===== config.mk =====
export PLATFORM = sky130hd
export DESIGN_NAME = unaligned_merge
export DESIGN_NICKNAME = d
export VERILOG_FILES = /design/src/rtl/unaligned_merge.sv
export SDC_FILE = /design/constraint.sdc
export NUM_CORES = 1
export LEC_CHECK = 0
export BUFFER_PORTS_ARGS = -buffer_cell sky130_fd_sc_hd__buf_2
export CAP_MARGIN = 10
export CORE_UTILIZATION = 25
export CTS_BUF_LIST = sky130_fd_sc_hd__clkbuf_4 sky130_fd_sc_hd__clkbuf_8
export CTS_CLUSTER_DIAMETER = 80
export DETAILED_ROUTE_END_ITERATION = 10
export PLACE_DENSITY_LB_ADDON = 0.08
export SYNTH_ARGS = -nofsm -noshare
export SYNTH_HDL_FRONTEND = slang
export SYNTH_SLANG_ARGS = --single-unit

===== constraint.sdc =====
create_clock -name clk -period 4.7 [get_ports clk]
set_input_delay 0.235 -clock clk [delete_from_list [all_inputs] [get_ports clk]]
set_output_delay 0.235 -clock clk [all_outputs]
set_load 0.01 [all_outputs]

===== src/rtl/unaligned_merge.sv =====
module unaligned_merge #(
  parameter int DW = 32,
  parameter int IW = 16,
  parameter int RW = 5
) (
  input  logic          clk,
  input  logic          rst_n,
  input  logic          start,
  input  logic [1:0]    op,
  input  logic [DW-1:0] base,
  input  logic [IW-1:0] disp,
  input  logic [RW-1:0] rt_idx,
  input  logic [DW-1:0] rt_val,
  input  logic [RW-1:0] pend_idx,
  input  logic [DW-1:0] pend_val,
  output logic          busy,
  output logic [DW-1:0] mem_addr,
  output logic          mem_rd,
  input  logic [DW-1:0] mem_rdata,
  output logic          mem_wr,
  output logic [DW-1:0] mem_wdata,
  output logic          ld_valid,
  output logic [RW-1:0] ld_idx,
  output logic [DW-1:0] ld_data,
  output logic          done
);
  localparam logic [1:0] S_IDLE = 2'd0, S_RD = 2'd1, S_WR = 2'd2;
  localparam logic [DW-1:0] ONES = '1;

  logic [1:0]    state;
  logic [1:0]    op_q, off_q;
  logic [DW-1:0] addr_q, prior_q, reg_q, wdata_q;
  logic [RW-1:0] idx_q;

  logic [DW-1:0] eff;
  logic [4:0]    sh_up, sh_dn;
  logic [DW-1:0] ld_merge, st_merge;

  assign eff   = base + {{(DW-IW){disp[IW-1]}}, disp};
  assign sh_up = {~off_q, 3'b000};
  assign sh_dn = {off_q, 3'b000};

  assign ld_merge = op_q[0]
    ? ((prior_q & ~(ONES >> sh_dn)) | (mem_rdata >> sh_dn))
    : ((prior_q & ~(ONES << sh_up)) | (mem_rdata << sh_up));
  assign st_merge = op_q[0]
    ? ((mem_rdata & ~(ONES << sh_dn)) | (reg_q << sh_dn))
    : ((mem_rdata & ~(ONES >> sh_up)) | (reg_q >> sh_up));

  assign busy      = state != S_IDLE;
  assign mem_rd    = state == S_RD;
  assign mem_wr    = state == S_WR;
  assign mem_addr  = addr_q;
  assign mem_wdata = wdata_q;
  assign done      = ld_valid | mem_wr;

  always_ff @(posedge clk or negedge rst_n) begin
    if (!rst_n) begin
      state    <= S_IDLE;
      op_q     <= '0;
      off_q    <= '0;
      addr_q   <= '0;
      prior_q  <= '0;
      reg_q    <= '0;
      wdata_q  <= '0;
      idx_q    <= '0;
      ld_valid <= 1'b0;
      ld_idx   <= '0;
      ld_data  <= '0;
    end else begin
      ld_valid <= 1'b0;
      case (state)
        S_IDLE: if (start) begin
          op_q    <= op;
          off_q   <= eff[1:0];
          addr_q  <= {eff[DW-1:2], 2'b00};
          prior_q <= (pend_idx == rt_idx) ? pend_val : rt_val;
          reg_q   <= rt_val;
          idx_q   <= rt_idx;
          state   <= S_RD;
        end
        S_RD: if (!op_q[1]) begin
          ld_valid <= 1'b1;
          ld_idx   <= idx_q;
          ld_data  <= ld_merge;
          state    <= S_IDLE;
        end else begin
          wdata_q <= st_merge;
          state   <= S_WR;
        end
        default: state <= S_IDLE;
      endcase
    end
  end

  a_r2_aligned: assert property (@(posedge clk) disable iff (!rst_n)
    (mem_rd || mem_wr) |-> mem_addr[1:0] == 2'b00);
  a_r8_wr_after_rd: assert property (@(posedge clk) disable iff (!rst_n)
    mem_wr |-> $past(mem_rd));
  a_r2_wr_same_addr: assert property (@(posedge clk) disable iff (!rst_n)
    mem_wr |-> $stable(mem_addr));
  a_r8_ld_single: assert property (@(posedge clk) disable iff (!rst_n)
    ld_valid |=> !ld_valid);
  a_r8_rd_first: assert property (@(posedge clk) disable iff (!rst_n)
    $rose(busy) |-> mem_rd);
  a_r9_hold_addr: assert property (@(posedge clk) disable iff (!rst_n)
    (busy && $past(busy)) |-> $stable(mem_addr));
  a_r8_exclusive: assert property (@(posedge clk) disable iff (!rst_n)
    !(mem_rd && mem_wr) && !(ld_valid && mem_wr));
endmodule


==> flow_metrics.tcl <==
set metrics [dict create \
    outcome "complete, no violations" \
    slowest_stage "inv_2" \
    min_period_ps 2870 \
    final_core_util_pct 31.6 \
    synthFlopType "dfrtp_1" \
    clk_latency_ps 490 \
    cap_violations 0 \
    swShare_pct 42.9 \
    cts_setup_buffers 0 \
    slew_headroom_pct 25.9 \
    fmax_ghz 0.348 \
    syn_area_um2 11000 \
    cp_num_buf_inv 1 \
    crit_top_cell "nand2_1" \
    drc_errors 0 \
    fillers 4710 \
    final_max_slew_viol_count 0 \
    ir_drop_mv 0.154 \
    p_seq_share_pct 40.7 \
    rows 76 \
    powerDensity_nw_per_um2 478 \
    rsz0062_at_grt "no" \
    synth.ff_latch_count 175 \
    ys_types 61 \
    grt_max_degree 84 \
    hold_start "pend_val[0]" \
    worstPathRequired_ps 5130 \
    cpPeakStageDelay_ps 910 \
    drtIter0Drc 801 \
    grt_usage_pct 19.9 \
    start_kind "flop" \
    wl_per_cell_um 20.8 \
    clock_path_buffers 2 \
    vias_per_cell 4.86 \
    internal_power_mw 3.74 \
    grt-ovfl-total 0 \
    cts.root.buffer_cell "clkbuf_8" \
    drive_gt1_share_pct 23.7 \
    cp_max_fo 62 \
    syn_inst 1282 \
    postCtsResizedCells 0 \
    crit_type "reg2reg" \
    crit_arrival_ps 3310 \
    synth_edf_count 0 \
    fin_skew_ps 12.4 \
    io_pins 265 \
    worst_pin_slew_ps 1110 \
    area_growth_pct 24.0 \
    hp-class "in2reg" \
    coreArea_um2 43300 \
    die_y_um 212 \
    p_leak_nw 6.32 \
    placed_cell_area_um2 12800 \
    grt_pass1_vias 10100 \
    antenna_found_initial 2 \
    clockPowerShare_pct 18.3 \
    seq_area_frac_synth_pct 39.7 \
    path_clk_slew_ps 100 \
    dp_hpwl_mm 33.8 \
    via_count 10300 \
    firstDrtPassIters 5 \
    cts_tree "built" \
    startpoint "state[0]" \
    combPwrFrac_pct 41.0 \
    cp_top_family "simple AND/OR/NAND/NOR gates" \
    r2r-start "state[0]" \
    finalCritPeriodShare_pct 61.1 \
    synth_warnings 0 \
    design_area_um2 13700 \
    whs_ps 42.8 \
    routed_wirelength_mm 44.2 \
    finalHoldViolations 0 \
    cts_made_buffers 17 \
    end_kind "flop" \
    fin_tns_setup_ps 0 \
    grt_first_pass_wirelength_mm 66.1 \
    clock_sinks 175 \
    avgSynthCellArea_um2 8.61 \
    ctsHoldBuffers 42 \
    layout_commonest_cell "nand2_1" \
    async_flop_share_pct 100 \
    initial_core_util_pct 25.5 \
    p_switching_mw 2.81 \
    nNetsFinal 1716 \
    crit_chain "nor2_1, nand2_4, inv_2, nand2_1, nor3_1, a221oi_1, nand2_1" \
    final_cell_mix "322 x nand2_1, 261 x buf_2, 172 x o21ai_0, 172 x dfrtp_1, 100 x a21oi_1" \
    die-area_um2 45000 \
    port_buffers 262 \
    place.gp.congestion 0.818 \
    cts.htree.levels 4 \
    ant_nets 0 \
    die_width_um 212 \
    setup_violations 0 \
]
area by class of cell:
cell class | count | area, um2 | share of cell area (%)
multi-input cells | 997 | 6230 | 45.5
well taps | 585 | 732 | 5.35
diodes | 1 | 2.50 | 0.0183
clock inverters | 9 | 133 | 0.969
repair buffers | 318 | 1850 | 13.5
inverters | 16 | 60.1 | 0.439
flip-flops and latches | 175 | 4390 | 32.1
clock buffers | 23 | 298 | 2.18
final timing paths:
| kind | cells after the start | endpoint | slack, ps |
|---|---|---|---|
| worst min-delay path | 3 | prior_q[0] | 40 |
| worst min register to register | 2 | ld_idx[4] | 470 |
| worst max-delay path | 7 | mem_addr[27] | 1830 |
| worst max register to register | 7 | mem_addr[27] | 1830 |
| min in group asynchronous | 2 | ld_idx[1] | 340 |
| max in group asynchronous | 3 | reg_q[11] | 3150 |
worst min-delay path, stage by stage:
cell	delay [ps]
buf_2	80
mux2i_1	60
o21ai_0	130
flip-flops by register name, summed over array words and instances, names as in the netlist:
register,cells
ld_idx,5
state,2
op_q,2
ld_data,32
off_q,2
reg_q,32
mem_wdata,32
prior_q,32
ld_valid,1
idx_q,5
mem_addr,30
through the flow:
| step | setup slack, ps | total power [mW] | std cells |
|---|---|---|---|
| floorplan | 2270 | 4.12 | 1283 |
| global placement | 1720 | 5.38 | 2049 |
| detailed placement | 1730 | 5.39 | 2049 |
| CTS | 1690 | 6.65 | 2123 |
| global route | 1480 | 7.08 | 2124 |
| finish | 1830 | 6.55 | 2124 |
cell families (layout without fill, tap and decap cells):
family,after synthesis,after routing,share of synthesized area [%]
buffers and inverters,111,366,4.09
AND/OR/NAND/NOR,466,466,17.5
AO/OA/AOI/OAI,349,349,18.2
flip-flops,175,175,39.7
multiplexers,122,122,14.7
adder cells (fa/ha/maj),32,32,3.70
other,1,3,0.0340
XOR/XNOR,26,26,2.06
cell usage after synthesis (2+ instances only):
library cell / count / area [um2]
a311o_1: 2 / 20.0
clkbuf_1: 66 / 248
nor2_1: 52 / 195
o21bai_1: 4 / 30.0
nand4_1: 8 / 50.1
nand2_1: 324 / 1220
nand2b_1: 2 / 12.5
buf_2: 19 / 95.1
xnor2_1: 16 / 140
nand2_2: 2 / 12.5
o21ai_1: 2 / 10.0
and2_1: 6 / 37.5
a21oi_1: 100 / 500
inv_1: 15 / 56.3
nor3b_1: 2 / 15.0
a31oi_1: 5 / 31.3
o2111ai_1: 3 / 26.3
or3_1: 3 / 18.8
dfrtp_1: 175 / 4380
a211oi_1: 21 / 158
mux4_2: 32 / 721
buf_1: 7 / 26.3
and3_1: 7 / 43.8
nand3_1: 41 / 205
nor2b_1: 3 / 18.8
nor3_1: 4 / 20.0
or2_2: 2 / 12.5
ha_1: 31 / 388
a21o_1: 10 / 75.1
o211ai_1: 3 / 22.5
o21ai_0: 172 / 861
buf_4: 3 / 22.5
o31ai_1: 7 / 52.6
a221oi_1: 2 / 17.5
nand3b_1: 2 / 15.0
o31a_1: 3 / 26.3
mux2i_1: 89 / 891
o21a_1: 2 / 15.0
or4_1: 4 / 30.0
xor2_1: 10 / 87.6
per-layer routing:
layer	track usage, %	vias up	part of all wire [%]
met1	29.3	5041	51
met2	30.9	254	45
met3	2.64	24	3.6
li1	-	5001	-
met5	0	-	0
met4	4.12	0	1.0
power groups by stage:
stage	clock network, mW	logic, mW	registers [mW]
after floorplan	0	1.61	2.52
after global placement	0	2.68	2.70
after detailed placement	0	2.69	2.70
after CTS	1.25	2.73	2.67
after global routing	1.30	3.03	2.74
final	1.20	2.68	2.67
Power figures use the tool's default switching activity.
